### config.mk
export PLATFORM = sky130hd
export DESIGN_NAME = dkc_ctl
export DESIGN_NICKNAME = d
export VERILOG_FILES = /design/src/rtl/dkc_pkg.sv /design/src/rtl/dkc_aux_regs.sv /design/src/rtl/dkc_cmd_fsm.sv /design/src/rtl/dkc_csr.sv /design/src/rtl/dkc_ctl.sv
export SDC_FILE = /design/constraint.sdc
export NUM_CORES = 1
export LEC_CHECK = 0
export ABC_AREA = 1
export BUFFER_PORTS_ARGS = -buffer_cell sky130_fd_sc_hd__buf_4
export CORE_MARGIN = 5
export CORE_UTILIZATION = 37
export CTS_BUF_LIST = sky130_fd_sc_hd__clkbuf_4
export DETAILED_ROUTE_END_ITERATION = 8
export GPL_ROUTABILITY_DRIVEN = 0
export GPL_TIMING_DRIVEN = 0
export MAX_ROUTING_LAYER = met4
export PLACE_DENSITY = 0.66
export SETUP_SLACK_MARGIN = 0.4
export SLEW_MARGIN = 20
export SYNTH_ARGS = -nofsm -noshare
export SYNTH_HDL_FRONTEND = slang
export SYNTH_SLANG_ARGS = --single-unit
export TNS_END_PERCENT = 5
### constraint.sdc
create_clock -name clk -period 1.3 [get_ports clk]
set_input_delay 0.26 -clock clk [delete_from_list [all_inputs] [get_ports clk]]
set_output_delay 0.26 -clock clk [all_outputs]
set_load 0.01 [all_outputs]
### src/rtl/dkc_pkg.sv
`timescale 1ns/1ps
package dkc_pkg;
    localparam int DRIVES = 4;
    localparam int DSEL_W = $clog2(DRIVES);
    localparam int CSR_W  = 32;
    localparam int FUNC_W = 3;

    localparam int P_FUNC  = 1;
    localparam int P_IE    = 6;
    localparam int P_DONE  = 7;
    localparam int P_DSEL  = 8;
    localparam int P_ESUM  = 15;
    localparam int P_ATN   = 16;
    localparam int P_SSE   = 23;
    localparam int P_IRQ   = 24;
    localparam int P_LARGE = 26;
    localparam int P_MATN  = 31;

    localparam logic [CSR_W-1:0] M_WRITE   = 32'hBA40_03CE;
    localparam logic [CSR_W-1:0] M_ERR     = 32'h0000_6C00;
    localparam logic [CSR_W-1:0] M_ERR_ALL = 32'h0000_EC00;
    localparam logic [CSR_W-1:0] M_INC_ERR = 32'h0000_8400;
    localparam logic [CSR_W-1:0] M_STAT    = 32'h008F_6C00;
    localparam logic [CSR_W-1:0] CSR_RST   = 32'h0000_0080;

    localparam logic [2:0] RI_CSR   = 3'd0;
    localparam logic [2:0] RI_BADDR = 3'd1;
    localparam logic [2:0] RI_BCNT  = 3'd2;
    localparam logic [2:0] RI_INIT  = 3'd7;

    localparam logic [FUNC_W-1:0] FN_NOP = 3'd0;

    typedef enum logic [1:0] {
        ST_IDLE,
        ST_LAUNCH,
        ST_WAIT
    } cmd_state_t;
endpackage

### src/rtl/dkc_aux_regs.sv
`timescale 1ns/1ps
module dkc_aux_regs
    import dkc_pkg::*;
#(
    parameter int ADDR_KEEP = 18
) (
    input  logic                 clk,
    input  logic                 rst_n,
    input  logic                 soft_init,
    input  logic                 bus_we,
    input  logic [2:0]           reg_idx,
    input  logic [CSR_W-1:0]     wdata,
    output logic [ADDR_KEEP-1:0] ba_q,
    output logic [CSR_W-1:0]     bc_q,
    output logic [CSR_W-1:0]     da_q,
    output logic [CSR_W-1:0]     mp_q
);
    localparam int N_FULL = 3;

    logic [CSR_W-1:0] full_q [N_FULL];

    always_ff @(posedge clk or negedge rst_n) begin
        if (!rst_n) begin
            ba_q <= '0;
        end else if (soft_init) begin
            ba_q <= '0;
        end else if (bus_we && reg_idx == RI_BADDR) begin
            ba_q <= wdata[ADDR_KEEP-1:0];
        end
    end

    for (genvar gi = 0; gi < N_FULL; gi++) begin : g_full
        localparam logic [2:0] MY_IDX = RI_BCNT + 3'(gi);
        always_ff @(posedge clk or negedge rst_n) begin
            if (!rst_n) begin
                full_q[gi] <= '0;
            end else if (soft_init) begin
                full_q[gi] <= '0;
            end else if (bus_we && reg_idx == MY_IDX) begin
                full_q[gi] <= wdata;
            end
        end
    end

    assign bc_q = full_q[0];
    assign da_q = full_q[1];
    assign mp_q = full_q[2];
endmodule

### src/rtl/dkc_cmd_fsm.sv
`timescale 1ns/1ps
module dkc_cmd_fsm
    import dkc_pkg::*;
(
    input  logic              clk,
    input  logic              rst_n,
    input  logic              soft_init,
    input  logic              launch_req,
    input  logic [DSEL_W-1:0] launch_drv,
    input  logic              seq_done,
    output logic              fsm_idle,
    output logic              seq_fin,
    output logic [DRIVES-1:0] drv_start
);
    cmd_state_t        state, nxt;
    logic [DSEL_W-1:0] drv_q;

    always_ff @(posedge clk or negedge rst_n) begin
        if (!rst_n) begin
            state <= ST_IDLE;
        end else if (soft_init) begin
            state <= ST_IDLE;
        end else begin
            state <= nxt;
        end
    end

    always_ff @(posedge clk or negedge rst_n) begin
        if (!rst_n) begin
            drv_q <= '0;
        end else if (launch_req) begin
            drv_q <= launch_drv;
        end
    end

    always_comb begin
        nxt = state;
        unique case (state)
            ST_IDLE:   nxt = launch_req ? ST_LAUNCH : ST_IDLE;
            ST_LAUNCH: nxt = ST_WAIT;
            ST_WAIT:   nxt = seq_done ? ST_IDLE : ST_WAIT;
            default:   nxt = ST_IDLE;
        endcase
    end

    always_comb begin
        fsm_idle = (state == ST_IDLE);
        seq_fin  = (state == ST_WAIT) && seq_done;
    end

    for (genvar gd = 0; gd < DRIVES; gd++) begin : g_strobe
        assign drv_start[gd] = (state == ST_LAUNCH) && (drv_q == DSEL_W'(gd));
    end
endmodule

### src/rtl/dkc_csr.sv
`timescale 1ns/1ps
module dkc_csr
    import dkc_pkg::*;
(
    input  logic              clk,
    input  logic              rst_n,
    input  logic              soft_init,
    input  logic              we_csr,
    input  logic [CSR_W-1:0]  wdata,
    input  logic [DRIVES-1:0] drv_busy,
    input  logic [DRIVES-1:0] drv_off,
    input  logic              fsm_idle,
    input  logic              seq_fin,
    input  logic [CSR_W-1:0]  seq_stat,
    output logic [CSR_W-1:0]  csr_q,
    output logic              irq,
    output logic              launch_req,
    output logic [DSEL_W-1:0] launch_drv
);
    logic [CSR_W-1:0]  n;
    logic              irq_n;
    logic              fin;
    logic [DSEL_W-1:0] wsel;
    logic [FUNC_W-1:0] wfunc;

    assign wsel       = wdata[P_DSEL +: DSEL_W];
    assign wfunc      = wdata[P_FUNC +: FUNC_W];
    assign launch_drv = wsel;

    always_comb begin
        n          = csr_q;
        irq_n      = irq;
        fin        = 1'b0;
        launch_req = 1'b0;
        if (we_csr) begin
            // clear rules use the mode bit held before this write
            if (csr_q[P_MATN]) begin
                if (wdata[P_IRQ]) begin
                    n[P_IRQ] = 1'b0;
                end
            end else if (wdata[P_IRQ] || (|wdata[P_ATN +: DRIVES])) begin
                n[P_IRQ]           = 1'b0;
                n[P_ATN +: DRIVES] = '0;
            end
            if (!wdata[P_SSE]) begin
                n[P_SSE] = 1'b0;
            end
            n = (n & ~M_WRITE) | (wdata & M_WRITE);
            if (|wdata[P_ATN +: DRIVES]) begin
                irq_n = 1'b0;
            end
            if (!wdata[P_DONE] && !drv_busy[wsel] && fsm_idle) begin
                irq_n = 1'b0;
                n     = n & ~M_ERR_ALL;
                if (drv_off[wsel]) begin
                    n[P_ATN + int'(wsel)] = 1'b1;
                    n   = n | M_INC_ERR;
                    fin = 1'b1;
                end else if (wfunc == FN_NOP) begin
                    fin = 1'b1;
                end else begin
                    launch_req = 1'b1;
                end
            end
        end
        if (seq_fin) begin
            n   = n | (seq_stat & M_STAT);
            fin = 1'b1;
        end
        if (fin) begin
            n[P_DONE] = 1'b1;
            n[P_IRQ]  = 1'b1;
            irq_n     = n[P_IE];
        end
        if (|(n & M_ERR)) begin
            n[P_ESUM] = 1'b1;
        end
    end

    always_ff @(posedge clk or negedge rst_n) begin
        if (!rst_n) begin
            csr_q <= CSR_RST;
            irq   <= 1'b0;
        end else if (soft_init) begin
            csr_q <= CSR_RST;
            irq   <= 1'b0;
        end else begin
            csr_q <= n;
            irq   <= irq_n;
        end
    end
endmodule

### src/rtl/dkc_ctl.sv
`timescale 1ns/1ps
module dkc_ctl
    import dkc_pkg::*;
#(
    parameter int ADDR_KEEP = 18
) (
    input  logic              clk,
    input  logic              rst_n,
    input  logic              bus_we,
    input  logic [2:0]        reg_idx,
    input  logic [CSR_W-1:0]  wdata,
    output logic [CSR_W-1:0]  rdata,
    input  logic [DRIVES-1:0] drv_busy,
    input  logic [DRIVES-1:0] drv_off,
    input  logic [DRIVES-1:0] drv_large,
    input  logic              seq_done,
    input  logic [CSR_W-1:0]  seq_stat,
    output logic [DRIVES-1:0] drv_start,
    output logic [2:0]        cmd_code,
    output logic              irq
);
    logic                 soft_init;
    logic                 we_csr;
    logic [CSR_W-1:0]     csr_q;
    logic [CSR_W-1:0]     csr_view;
    logic [DSEL_W-1:0]    cur_sel;
    logic                 fsm_idle;
    logic                 seq_fin;
    logic                 launch_req;
    logic [DSEL_W-1:0]    launch_drv;
    logic [ADDR_KEEP-1:0] ba_q;
    logic [CSR_W-1:0]     bc_q, da_q, mp_q;

    assign soft_init = bus_we && (reg_idx == RI_INIT);
    assign we_csr    = bus_we && (reg_idx == RI_CSR);

    dkc_aux_regs #(.ADDR_KEEP(ADDR_KEEP)) u_aux (
        .clk(clk), .rst_n(rst_n), .soft_init(soft_init), .bus_we(bus_we),
        .reg_idx(reg_idx), .wdata(wdata),
        .ba_q(ba_q), .bc_q(bc_q), .da_q(da_q), .mp_q(mp_q)
    );

    dkc_csr u_csr (
        .clk(clk), .rst_n(rst_n), .soft_init(soft_init), .we_csr(we_csr),
        .wdata(wdata), .drv_busy(drv_busy), .drv_off(drv_off),
        .fsm_idle(fsm_idle), .seq_fin(seq_fin), .seq_stat(seq_stat),
        .csr_q(csr_q), .irq(irq), .launch_req(launch_req), .launch_drv(launch_drv)
    );

    dkc_cmd_fsm u_fsm (
        .clk(clk), .rst_n(rst_n), .soft_init(soft_init),
        .launch_req(launch_req), .launch_drv(launch_drv), .seq_done(seq_done),
        .fsm_idle(fsm_idle), .seq_fin(seq_fin), .drv_start(drv_start)
    );

    assign cur_sel  = csr_q[P_DSEL +: DSEL_W];
    assign cmd_code = csr_q[P_FUNC +: FUNC_W];

    always_comb begin
        csr_view          = csr_q;
        csr_view[0]       = !(drv_busy[cur_sel] || drv_off[cur_sel]);
        csr_view[P_LARGE] = drv_large[cur_sel];
    end

    always_comb begin
        case (reg_idx)
            3'd0:    rdata = csr_view;
            3'd1:    rdata = {{(CSR_W-ADDR_KEEP){1'b0}}, ba_q};
            3'd2:    rdata = bc_q;
            3'd3:    rdata = da_q;
            3'd4:    rdata = mp_q;
            default: rdata = '0;
        endcase
    end
endmodule

==> results.py <==
metrics = {
    "status": {
        "status": "finished with violations",
        "violations": "negative hold slack, negative setup slack",
    },
    "critical_path": {
        "r2r_start": "u_fsm.state[0]",
        "critPathLaunch": "u_csr.csr_q[8]",
        "critPathLaunchType": "register",
        "r2r_slack_ns": -0.20,
        "crit_arrival_ns": 1.74,
        "crit_fanout": 7,
        "r2r_cells": 10,
        "reg2reg_to": "u_csr.csr_q[15]",
        "end_kind": "primary output",
        "crit_required_ns": 1.04,
        "path_class": "reg -> out",
        "critPathCapture": "rdata[0]",
    },
    "yosys": {
        "synthCells": 790,
        "synthesis.area_um2": 6510,
        "synth_warnings": 0,
        "ys_ff_latch": 143,
        "avgSynthCellArea_um2": 8.24,
        "synthFlopType": "dfrtp_1",
        "yosys.cell_types.count": 32,
        "synth_edf_count": 0,
        "synthArstFlopShare_pct": 100,
        "synthesis.nets": 873,
        "synth_seq_area_share_pct": 55.0,
    },
    "global_routing": {
        "grt_pass1_wl_um": 35300,
        "antenna_found_initial": 0,
        "grt_usage_pct": 23.4,
        "grt_overflow": 0,
        "grt_max_degree": 73,
        "grt_pass1_vias": 6250,
    },
    "die": {
        "ios": 123,
        "rows": 48,
        "die-area_um2": 20300,
        "start_util_pct": 37.6,
        "die_x_um": 143,
        "dieHeight_um": 143,
        "core_region_area_um2": 17300,
    },
    "pwr": {
        "p_leak_nw": 4.27,
        "powerDensity_nw_per_um2": 1240,
        "irDropWorstVdd_v": 0.000583,
    },
    "detailed_routing": {
        "drt_wl_total_um": 22300,
        "wl_per_cell_um": 19.0,
        "drc": 0,
        "first_iter_violations": 587,
        "vias": 6213,
        "via_per_inst": 5.30,
        "final_antenna_net_count": 0,
        "dr.pass1.iters": 4,
    },
    "clocking": {
        "clock_sinks": 143,
        "htree_num_levels": 4,
        "cts_buffer_depth": 2,
        "tritoncts": "built",
        "clock-root-buffer": "clkbuf_4",
        "numCtsBuffers": 17,
        "clkLatencyLatePin_ns": 0.58,
        "clk_pin_slew_ns": 0.11,
    },
    "layout": {
        "diodes": 0,
        "final_area_um2": 8760,
        "fin_nets": 1018,
        "final_core_util_pct": 50.6,
        "syn_to_final_growth_pct": 34.6,
        "fillCellCount": 1734,
        "drive_gt1_share_pct": 29.3,
        "instances_no_fill": 1173,
    },
    "sta": {
        "hold_viol": 71,
        "whs_ns": -0.364,
        "fin_crit_sh_pct": 154,
        "rsz0062_at_grt": "yes",
        "slew_headroom_pct": 55.7,
        "finalWorstSetupSlack_ns": -0.699,
        "tightestPinTransition_ns": 0.660,
        "min_period_ns": 2.00,
        "slew_violations": 0,
        "fmax_ghz": 0.500,
        "finalClockSkew_ns": 0.0118,
        "setup_tns_ns": -16.56,
        "setup_violations": 51,
    },
    "min_path": {
        "hold_path_class": "in -> async",
    },
    "placed_design": {
        "io_buffers": 97,
        "dp_hpwl_um": 15200,
        "dp_cells": 1113,
        "placed_area_um2": 7700,
    },
    "job": {
        "cap_violations": 0,
    },
}
[layout by cell type (no fill, tap or decap), types with 7 or more instances in the layout]
master | Yosys | final
o22ai_1 | 10 | 10
o21ai_0 | 41 | 29
nand3_2 | 1 | 7
clkbuf_8 | 0 | 7
inv_1 | 29 | 17
nand4_1 | 10 | 10
o21ai_1 | 92 | 101
nor2_1 | 23 | 17
dlygate4sd3_1 | 0 | 25
nand2_2 | 2 | 29
a21oi_1 | 12 | 9
buf_6 | 2 | 31
inv_2 | 9 | 14
buf_4 | 6 | 89
clkbuf_4 | 0 | 28
dfrtp_1 | 142 | 141
nand3_1 | 27 | 20
nor2_4 | 1 | 7
a221oi_2 | 0 | 8
nand2_1 | 304 | 275
[worst max-delay path: stages (launching register included)]
cell,delay (ns)
dfrtp_1,0.45
inv_4,0.14
nor3_2,0.06
o21ai_1,0.22
nand3_2,0.14
buf_4,0.16
[worst min path at each step]
stage                   start        endpoint  slack, ns  cells past startpoint
3_3_place_gp   u_aux.ba_q[11]  u_aux.ba_q[11]       0.47                      2
3_5_place_dp            rst_n  u_aux.mp_q[11]       0.27                      1
5_1_grt                 rst_n  u_aux.ba_q[12]      -0.35                      1
2_1_floorplan           rst_n   u_aux.ba_q[0]      -0.04                      0
6_report                rst_n  u_aux.da_q[11]      -0.36                      1
4_1_cts                 rst_n   u_aux.da_q[7]      -0.36                      1
[report_power, final]
group	internal (W)	leakage, nW	total [W]	switching [W]
combinational	0.00113	2.31	0.00246	0.00133
sequential	0.00524	1.81	0.00572	0.000485
clock	0.00108	0.144	0.00267	0.00159
[registers in the layout, indices dropped and copies added, names as in the netlist]
name and count:
u_fsm.state 2, u_csr.csr_q 24, u_csr.irq 1, u_aux.bc_q 32, u_aux.ba_q 18, u_aux.mp_q 32, u_aux.da_q 32, u_fsm.drv_q 2
[cell usage after synthesis (2+ instances only)]
library cell | n | area share (%)
buf_2 | 23 | 1.8
nor3_1 | 7 | 0.54
inv_1 | 29 | 1.7
o22ai_1 | 10 | 0.96
nand4_1 | 10 | 0.96
a22o_1 | 3 | 0.40
a221oi_1 | 8 | 1.1
nor2_2 | 4 | 0.38
buf_4 | 6 | 0.69
nand2_1 | 304 | 18
buf_6 | 2 | 0.35
buf_1 | 2 | 0.12
or2_1 | 2 | 0.19
nor2_1 | 23 | 1.3
a31oi_1 | 3 | 0.29
nand2_2 | 2 | 0.19
a22oi_1 | 3 | 0.35
o21ai_0 | 41 | 3.2
a21oi_1 | 12 | 0.92
dfrtp_1 | 142 | 55
o2111ai_1 | 6 | 0.81
inv_2 | 9 | 0.52
clkbuf_1 | 13 | 0.75
nand3_1 | 27 | 2.1
o21ai_1 | 92 | 7.1
[area by class of cell]
cell class | instances | area, um^2 | area share, %
clock inverters | 8 | 68.8 | 0.786
plain buffers | 46 | 500 | 5.72
flip-flops and latches | 143 | 3580 | 40.9
clock buffers | 24 | 180 | 2.06
repair buffers | 126 | 1120 | 12.7
well taps | 225 | 282 | 3.22
inverters | 39 | 181 | 2.07
multi-input cells | 562 | 2850 | 32.5
[through the flow]
step / setup WS [ns] / total power [W]
4_1_cts: -0.684 / 0.0108
5_1_grt: -0.768 / 0.0114
3_5_place_dp: -0.527 / 0.00788
3_3_place_gp: -0.702 / 0.00779
6_report: -0.699 / 0.0108
2_1_floorplan: -0.0172 / 0.00690
[logic make-up (layout without fill, tap and decap cells)]
| family | after synthesis | after routing | synth area share [%] |
|---|---|---|---|
| AOI/OAI and AO/OA | 181 | 181 | 15.5 |
| buffers and inverters | 85 | 243 | 5.92 |
| DFF | 143 | 143 | 55.0 |
| and+or+nand+nor | 381 | 381 | 23.5 |
[per-layer routing]
layer	vias to the layer above	share of wire, %	global-route usage (%)
met5	-	0	-
met4	0	1.8	6.05
met3	37	6.3	4.29
met2	231	47	36.0
met1	3038	45	32.1
li1	2907	-	-
[repair_timing]
| item | 4_1_cts | 5_1_grt |
|---|---|---|
| resized for setup | 123 | 51 |
| pin swaps | 36 | 26 |
| endpoints found under the setup margin | 168 | 162 |
| buffers inserted | 1 | 2 |
| hold endpoints to repair | 109 | 80 |
| hold buffers | 21 | 4 |
Power figures use the tool's default switching activity.
